--- config.mk ---
export PLATFORM = sky130hd
export DESIGN_NAME = fractal_range_mapper
export DESIGN_NICKNAME = d
export VERILOG_FILES = /design/src/rtl/frm_pkg.sv /design/src/rtl/frm_orient.sv /design/src/rtl/frm_pixel_math.sv /design/src/rtl/fractal_range_mapper.sv
export SDC_FILE = /design/constraint.sdc
export NUM_CORES = 1
export LEC_CHECK = 0
export ABC_AREA = 1
export CAP_MARGIN = 30
export CELL_PAD_IN_SITES_DETAIL_PLACEMENT = 1
export CELL_PAD_IN_SITES_GLOBAL_PLACEMENT = 1
export CORE_MARGIN = 2
export CORE_UTILIZATION = 43
export CTS_CLUSTER_DIAMETER = 80
export DETAILED_ROUTE_END_ITERATION = 12
export PLACE_DENSITY_LB_ADDON = 0.1
export SETUP_SLACK_MARGIN = 0.1
export SLEW_MARGIN = 40
export SYNTH_ARGS = -nofsm -noshare
export SYNTH_HDL_FRONTEND = slang
export SYNTH_SLANG_ARGS = --single-unit
--- constraint.sdc ---
create_clock -name clk -period 9.6 [get_ports clk]
set_input_delay 2.88 -clock clk [delete_from_list [all_inputs] [get_ports clk]]
set_output_delay 2.88 -clock clk [all_outputs]
set_load 0.02 [all_outputs]
--- src/rtl/frm_pkg.sv ---
package frm_pkg;
  typedef enum logic [2:0] {
    ST_IDLE = 3'd0,
    ST_READ = 3'd1,
    ST_LAST = 3'd2,
    ST_PUSH = 3'd3,
    ST_FIN  = 3'd4
  } frm_state_t;

  typedef struct packed {
    logic [2:0] lg;
    logic [5:0] rrow;
    logic [5:0] rcol;
    logic [5:0] drow;
    logic [5:0] dcol;
    logic [2:0] orient;
    logic [3:0] s;
    logic [6:0] o;
  } frm_job_t;
endpackage

--- src/rtl/frm_orient.sv ---
module frm_orient #(
  parameter int CW = 4
) (
  input  logic [CW-1:0] i,
  input  logic [CW-1:0] j,
  input  logic [CW-1:0] nmask,
  input  logic [2:0]    code,
  output logic [CW-1:0] row,
  output logic [CW-1:0] col
);
  logic [CW-1:0] jm;
  logic [CW-1:0] ni;
  logic [CW-1:0] njm;

  always_comb begin
    jm  = code[2] ? (nmask - j) : j;
    ni  = nmask - i;
    njm = nmask - jm;
    unique case (code[1:0])
      2'd0: begin row = i;   col = jm;  end
      2'd1: begin row = jm;  col = ni;  end
      2'd2: begin row = ni;  col = njm; end
      default: begin row = njm; col = i; end
    endcase
  end
endmodule

--- src/rtl/frm_pixel_math.sv ---
module frm_pixel_math #(
  parameter int PIX_W = 8,
  parameter int S_W   = 4,
  parameter int O_W   = 7
) (
  input  logic [PIX_W+1:0] sum,
  input  logic [S_W-1:0]   s_code,
  input  logic [O_W-1:0]   o_code,
  output logic [PIX_W-1:0] pix
);
  localparam int FB   = S_W - 1;
  localparam int AW   = PIX_W + 3;
  localparam int PW   = AW + S_W;
  localparam int RND  = 1 << (FB - 1);
  localparam int MAXV = (1 << PIX_W) - 1;
  localparam int OSH  = PIX_W - O_W;

  logic signed [AW-1:0] avg_s;
  logic signed [S_W-1:0] s_s;
  logic signed [PW-1:0] prod;
  logic signed [PW-1:0] rnd;
  logic signed [PW-1:0] ofs;
  logic signed [PW-1:0] tot;

  always_comb begin
    avg_s = $signed({1'b0, sum >> 2});
    s_s   = $signed(s_code);
    prod  = avg_s * s_s;
    rnd   = (prod + $signed(PW'(RND))) >>> FB;
    ofs   = $signed(PW'({o_code, {OSH{1'b0}}}));
    tot   = rnd + ofs;
    if (tot < 0)
      pix = '0;
    else if (tot > $signed(PW'(MAXV)))
      pix = PIX_W'(MAXV);
    else
      pix = tot[PIX_W-1:0];
  end
endmodule

--- src/rtl/fractal_range_mapper.sv ---
module fractal_range_mapper
  import frm_pkg::*;
#(
  parameter int IMG_DIM = 64,
  parameter int PIX_W   = 8,
  parameter int MAX_LG  = 4,
  parameter int S_W     = 4,
  parameter int O_W     = 7
) (
  input  logic                           clk,
  input  logic                           rst_n,
  input  logic                           start,
  input  logic [2:0]                     size_lg,
  input  logic [$clog2(IMG_DIM)-1:0]     rng_row,
  input  logic [$clog2(IMG_DIM)-1:0]     rng_col,
  input  logic [$clog2(IMG_DIM)-1:0]     dom_row,
  input  logic [$clog2(IMG_DIM)-1:0]     dom_col,
  input  logic [2:0]                     orient,
  input  logic [S_W-1:0]                 contrast,
  input  logic [O_W-1:0]                 bright,
  output logic                           busy,
  output logic                           done,
  output logic                           rd_en,
  output logic [2*$clog2(IMG_DIM)-1:0]   rd_addr,
  input  logic [PIX_W-1:0]               rd_data,
  output logic                           wr_valid,
  input  logic                           wr_ready,
  output logic [2*$clog2(IMG_DIM)-1:0]   wr_addr,
  output logic [PIX_W-1:0]               wr_data
);
  localparam int RW = $clog2(IMG_DIM);
  localparam int CW = MAX_LG;
  localparam int SUMW = PIX_W + 2;

  frm_state_t state;
  logic [2:0]     p_lg;
  logic [RW-1:0]  p_rr, p_rc, p_dr, p_dc;
  logic [2:0]     p_or;
  logic [S_W-1:0] p_s;
  logic [O_W-1:0] p_o;
  logic [CW-1:0]  ci, cj;
  logic [1:0]     kq;
  logic           rd_vld;
  logic [SUMW-1:0] sum;
  logic [CW-1:0]  nmask;
  logic           last_px;
  logic [CW-1:0]  orow, ocol;
  logic [RW-1:0]  src_r, src_c, dst_r, dst_c;

  assign nmask   = ~({CW{1'b1}} << p_lg);
  assign last_px = (ci == nmask) && (cj == nmask);

  // source 2x2 group address
  assign src_r   = p_dr + RW'({ci, 1'b0}) + RW'(kq[1]);
  assign src_c   = p_dc + RW'({cj, 1'b0}) + RW'(kq[0]);
  assign rd_addr = {src_r, src_c};
  assign rd_en   = (state == ST_READ);

  frm_orient #(.CW(CW)) u_orient (
    .i(ci), .j(cj), .nmask(nmask), .code(p_or), .row(orow), .col(ocol)
  );

  frm_pixel_math #(.PIX_W(PIX_W), .S_W(S_W), .O_W(O_W)) u_math (
    .sum(sum), .s_code(p_s), .o_code(p_o), .pix(wr_data)
  );

  assign dst_r    = p_rr + RW'(orow);
  assign dst_c    = p_rc + RW'(ocol);
  assign wr_addr  = {dst_r, dst_c};
  assign wr_valid = (state == ST_PUSH);
  assign done     = (state == ST_FIN);
  assign busy     = (state != ST_IDLE) && (state != ST_FIN);

  // accumulator: cleared on first read of a group, adds each returning pixel
  always_ff @(posedge clk) begin
    if (!rst_n) begin
      rd_vld <= 1'b0;
      sum    <= '0;
    end else begin
      rd_vld <= rd_en;
      sum    <= ((state == ST_READ && kq == 2'd0) ? '0 : sum)
              + (rd_vld ? SUMW'(rd_data) : '0);
    end
  end

  always_ff @(posedge clk) begin
    if (!rst_n) begin
      state <= ST_IDLE;
      ci <= '0; cj <= '0; kq <= '0;
      p_lg <= '0; p_rr <= '0; p_rc <= '0; p_dr <= '0; p_dc <= '0;
      p_or <= '0; p_s <= '0; p_o <= '0;
    end else begin
      unique case (state)
        ST_IDLE: if (start) begin
          p_lg <= size_lg; p_rr <= rng_row; p_rc <= rng_col;
          p_dr <= dom_row; p_dc <= dom_col; p_or <= orient;
          p_s  <= contrast; p_o <= bright;
          ci <= '0; cj <= '0; kq <= '0;
          state <= ST_READ;
        end
        ST_READ: begin
          kq <= kq + 2'd1;
          if (kq == 2'd3) state <= ST_LAST;
        end
        ST_LAST: state <= ST_PUSH;
        ST_PUSH: if (wr_ready) begin
          if (last_px) begin
            state <= ST_FIN;
          end else begin
            state <= ST_READ;
            kq <= '0;
            if (cj == nmask) begin
              cj <= '0;
              ci <= ci + 1'b1;
            end else begin
              cj <= cj + 1'b1;
            end
          end
        end
        default: state <= ST_IDLE;
      endcase
    end
  end

  // held beat under back-pressure
  a_r8_hold_beat: assert property (@(posedge clk) disable iff (!rst_n)
    wr_valid && !wr_ready |=> wr_valid && $stable(wr_addr) && $stable(wr_data));
  // no reads while a beat is pending
  a_r8_no_read_wait: assert property (@(posedge clk) disable iff (!rst_n)
    wr_valid |-> !rd_en);
  // done is a single-cycle pulse
  a_r9_done_pulse: assert property (@(posedge clk) disable iff (!rst_n)
    done |=> !done && !busy);
  // done follows an accepted beat
  a_r9_done_after_beat: assert property (@(posedge clk) disable iff (!rst_n)
    $rose(done) |-> $past(wr_valid && wr_ready));
  // captured job unchanged while running
  a_r10_start_ignored: assert property (@(posedge clk) disable iff (!rst_n)
    busy && start |=> $stable(p_s) && $stable(p_or) && $stable(p_dr) && $stable(p_rr));
  // idle block drives nothing
  a_r1_idle_quiet: assert property (@(posedge clk) disable iff (!rst_n)
    !busy |-> !rd_en && !wr_valid);
endmodule

# --- Yosys cells after proc, flatten, opt, wreduce, memory -nomap -nowiden ---
# Cells that the tools add are included.
totals:
  register_bits: 65
  inputBits: 53
  out_inout_bits: 36
  wordCells: 88
classes:
  n_addsub: 15
  multipliers: 1
  order_cmp: 2
  eq_ne: 15
  shift: 1
  muxes: 25
  bitwise: 1
  n_reduce_logical: 14
ops:
  columns: ["operator", "n"]
  rows:
  - ["$mux W4", 8]
  - ["$mux W8", 3]
  - ["$pmux W4 S3", 2]
  - ["$pmux W4 S2", 2]
  - ["$add A13 B4 Y14 const B", 1]
  - ["$gt A13 B9 Y1 const B", 1]
  - ["$lt A13 B1 Y1 const B", 1]
  - ["$mul A9 B4 Y13", 1]
  - ["$add A11 B9 Y12", 1]
  - ["$add A6 B1 Y6", 2]
  - ["$add A6 B4 Y6", 2]
  - ["$add A6 B5 Y6", 2]
  - ["$mux W3", 4]
  - ["$pmux W3 S4", 1]
  - ["$sub A4 B4 Y4", 3]
  - ["$add A10 B8 Y10", 1]
  - ["$mux W10", 1]
  - ["$add A4 B1 Y4 const B", 2]
  - ["$eq A4 B4 Y1", 2]
  - ["$reduce_and A4 Y1", 2]
  - ["$eq A3 B2 Y1 const B", 2]
  - ["$mux W2", 3]
  - ["$ne A2 B1 Y1 const B", 3]
  - ["$pmux W2 S3", 1]
  - ["17 further kinds", 23]

# --- Depth between registers and ports, before layout ---
depth:
  ltp_word: 7
  ltp_mapped: 27
  depth_no_buf: 27

# --- Hierarchy ---
# Synthesis repeated with hierarchy kept, for this count alone.
unflattened:
  cells_unflattened: 899
  area_unflattened_um2: 6244.7
modules_own_cells:
  columns: ["mod", "n_inst", "cells_each", "area_each_um2", "seq_area_each_um2"]
  rows:
  - ["fractal_range_mapper", 1, 522, 3901.2, 1301.2]
  - ["frm_pixel_math", 1, 266, 1697.9, 0.0]
  - ["frm_orient", 1, 111, 645.6, 0.0]

# --- Worst setup path before layout ---
# No wires, ideal clock.
synth_path:
  kind: "register to output"
  from: "register p_s[2]"
  to: "output wr_data[3]"
  arrival_time_ns: 4.655
  required_time_ns: 6.720
  path_slack_ns: 2.065
  stages_incl_launch_ff: 28
  path_cell_list: "dfxtp_1 -> clkbuf_1 -> nand2_1 -> fa_1 -> fa_1 -> inv_1 -> fa_1 -> ha_1 -> fa_1 -> nand2_1 -> nand2_1 -> nand2_1 -> o21ai_0 -> xor2_1 -> ha_1 -> nand2_1 -> nor2_1 -> nand2_1 -> nand3_1 -> nand2_1 -> nand2_1 -> nand2_1 -> nand2_1 -> nand3_1 -> nor2_4 -> nand3_1 -> nand2_1 -> inv_1"
synth_via:
  elab_chain_cells: 6
  elab_cells_between_ends: 7
  cone_classes: "add/sub (2); mul (1); order compare (2); mux (2)"
synth_rtl:
  columns: ["element", "line", "source"]
  rows:
  - ["start, declared", "fractal_range_mapper.sv:39", "logic [S_W-1:0] p_s;"]
  - ["start signal, assigned", "fractal_range_mapper.sv:97", "p_s <= contrast; p_o <= bright;"]
  - ["$mul A9 B4 Y13 (*)", "frm_pixel_math.sv:28", "prod = avg_s * s_s;"]
  - ["$add A13 B4 Y14 (*)", "frm_pixel_math.sv:29", "rnd = (prod + $signed(PW'(RND))) >>> FB;"]
  - ["$add A11 B9 Y12 (*)", "frm_pixel_math.sv:31", "tot = rnd + ofs;"]
  - ["$gt A13 B9 Y1", "frm_pixel_math.sv:34", "else if (tot > $signed(PW'(MAXV)))"]
  - ["$mux W8", "frm_pixel_math.sv:34", null]
  - ["$mux W8 (*)", "frm_pixel_math.sv:32", "if (tot < 0)"]
  - ["end, declared", "fractal_range_mapper.sv:29", "output logic [PIX_W-1:0] wr_data"]
# Mark *: on every way between the ends. The rest lies on a longest branch, timed or not.

# --- Worst setup path after layout ---
layout_path:
  from: "register p_s[3]"
  to: "output wr_data[1]"
# The elaborated chain is that of the path after synthesis.

==> summary.txt <==
Ant diodes: 0
Mux cell area share after synthesis: 0%
Seq/Total Area, Yosys: 22.4%
Main synth FF type: dfxtp_1
DRC violations left: 0
CP Data Arrival Time: 5.91 ns
Startpoint types: flop
Synth area leaders: dfxtp_1 22%, ha_1 15%, nand2_1 11%
Worst clock skew: 0.00637 ns
Relative slew slack: 48.1%
Die Footprint: 0.0144 mm^2
H-tree levels: 3
Leak: 3.55 nW
Num rows: 42
Gpl congestion: 0.869
Number of synthesized register bits: 65
Top-area cell type share of the netlist area: 22.4%
Drt via density: 5.14
First-pass GRT wire length: 29,200 um
Syn Std Cell Area: 0.00580 mm^2
Cts hold-fix bufs: 0
DR iter-0 viols: 214
Xor and xnor area share after synthesis: 5.58%
Post-Synthesis Mean Instance Area: 6.95 um^2
Total core area: 0.0132 mm^2
Final hold vios: 0
Layout cells sized above 1: 4.88%
Starting Density: 44.0%
Simple-Gate Fraction of Synth Area: 23.4%
Crit path capture type: primary output
Utilization after layout: 54.3%
# resized after CTS: 0
Distinct cells, synth: 42
MaxCap Viol Count: 0
Root Driver: clkbuf_16
Final WL: 17,200 um
Via Count: 5,640
CP Data Required Time: 6.72 ns
All-Layer GR Usage: 25.1%
Largest net degree at the start of global routing: 38
Kind of critical path: reg -> out
Post-Layout Cell Count: 1,098
Status: complete, no violations
Leading area contributor after synthesis: dfxtp_1
DRT antenna net count: 0
Synth top cells by count: 171 x nand2_1, 135 x inv_1, 91 x a21oi_1, 71 x ha_1, 66 x nor2_1
Worst IR Drop VDD: 0.142 mV
Reg clk slew, reported paths: 0.06 ns
Cell count after synthesis: 835
I/O pin count: 89
Routed len/inst: 15.6 um
Placed Cells incl. Taps: 1,083
Die width: 120 um
Total grt overflow: 0
Least-Margin Pin Slew: 0.771 ns
Detailed Routing Iterations Pass 1: 4
Initial antenna violation count: 0
Post-CTS Setup Inserts: 0
Final setup vio count: 0
Sink Count: 65
YS warnings: 0
Power Density: 228 mW/mm^2
Vias in the first global route: 6,157
CP max FO: 8
Async set-reset flop share out of synthesis: 0%
Nets@finish: 1,064
Max Root-Sink Buffers: 2
Clk_lat worst skew: 0.34 ns
Mapped Nets: 981
I/O Buffers: 88
Num CTS Buffers: 9
Largest family of logic cells by synthesized area: simple AND/OR/NAND/NOR gates
DP HPWL: 13,400 um
RSZ-0062 raised after global routing: false
Most frequent cell after synthesis: nand2_1
Pins Over Slew Limit: 0
Post-Synth Adder-Cell Area: 22.9%
Post-synthesis compound-gate area fraction: 15.3%
Die height: 120 um
Period utilization: 91.6%
Post-route setup TNS: 0 ns
HP Class: reg -> reg
Min Clock Period, post-route: 8.79 ns
Number of flops mapped to enable cells by yosys: 0
Area delta synth->final: 23.4%
CTS tree: yes
Peak Freq: 0.114 GHz
-- power breakdown --
group / internal [mW] / total, mW / switching [mW] / leakage [nW]
Sequential: 0.316 / 0.369 / 0.0530 / 0.533
Combinational: 0.373 / 0.930 / 0.557 / 2.87
Clock: 0.206 / 0.333 / 0.127 / 0.144
-- cell type report --
cell class	count	area, um^2
Clock inverter	5	56.3
Tap cell	176	220
Inverter	138	523
Clock buffer	10	239
Sequential cell	65	1300
Multi-Input combinational cell	611	3910
Fill cell	1710	6030
Timing Repair Buffer	93	918
-- cells in the final DEF (no fill, tap or decap), types with 9 or more instances in the layout --
cell             instances
a21oi_1                 91
o21ai_0                 43
clkbuf_16                9
dfxtp_1                 65
clkdlybuf4s50_1         88
nand2_1                170
fa_1                    22
xor2_1                  26
inv_1                  135
ha_1                    71
nand3_1                 57
xnor2_1                 11
nor2_1                  65
-- critical path: stages, from the launching register on --
cell and delay, ns:
dfxtp_1 0.47, nand2_1 0.14, fa_1 0.53, fa_1 0.58, inv_1 0.06, fa_1 0.47, ha_1 0.26, fa_1 0.43
nand2_1 0.10, nand2_1 0.09, nand2_1 0.09, o21ai_0 0.11, xor2_1 0.16, ha_1 0.37, nand2_1 0.09, inv_1 0.07
nand2_1 0.06, nand3_1 0.13, nand2_1 0.07, nand2_1 0.06, nand2_1 0.10, nand2_1 0.09, nand3_1 0.12, nor2_4 0.18
nand3_1 0.10, nand2_1 0.07, inv_1 0.04, clkdlybuf4s50_1 0.53
-- through the flow --
step                      hold WS [ns]  instance area [um^2]  setup WS (ns)  total power, mW
after floorplan                  0.439                  5800           2.07            0.970
after global placement           0.452                  6870           1.42             1.26
after detailed placement         0.463                  6870           1.18             1.30
after CTS                        0.471                  7160          0.746             1.65
after global routing             0.483                  7160          0.358             1.77
final                            0.471                  7160          0.807             1.63
-- sequential cells by signal, indices dropped and copies added, names as in the netlist --
register,cells
sum,10
ci,4
p_o,7
p_lg,3
kq,2
p_rr,6
p_rc,6
state,3
p_or,3
rd_vld,1
p_dr,6
p_dc,6
p_s,4
cj,4
-- logic make-up after synthesis --
| kind of cell | Yosys count |
|---|---|
| compound gates | 163 |
| xor+xnor | 37 |
| fa+ha+maj | 93 |
| buf+inv | 159 |
| flops | 65 |
| simple gates | 318 |
-- path summary, 6_finish.rpt --
path,startpoint,end,slack [ns],depth (start not counted)
worst max-delay path,p_s[3],wr_data[1],0.81,27
worst min-delay path,p_dr[2],p_dr[2],0.47,2
worst max register to register,state[0],sum[8],6.59,12
worst min register to register,p_dr[2],p_dr[2],0.47,2
-- layer usage --
layer	track usage (%)	vias to the layer above	share of wire (%)
li1	-	2860	-
met2	42.6	118	47
met5	0	-	0
met4	6.84	0	1.1
met3	4.53	17	4.8
met1	32.9	2645	47
No activity file was read; power rests on OpenSTA's default activity.
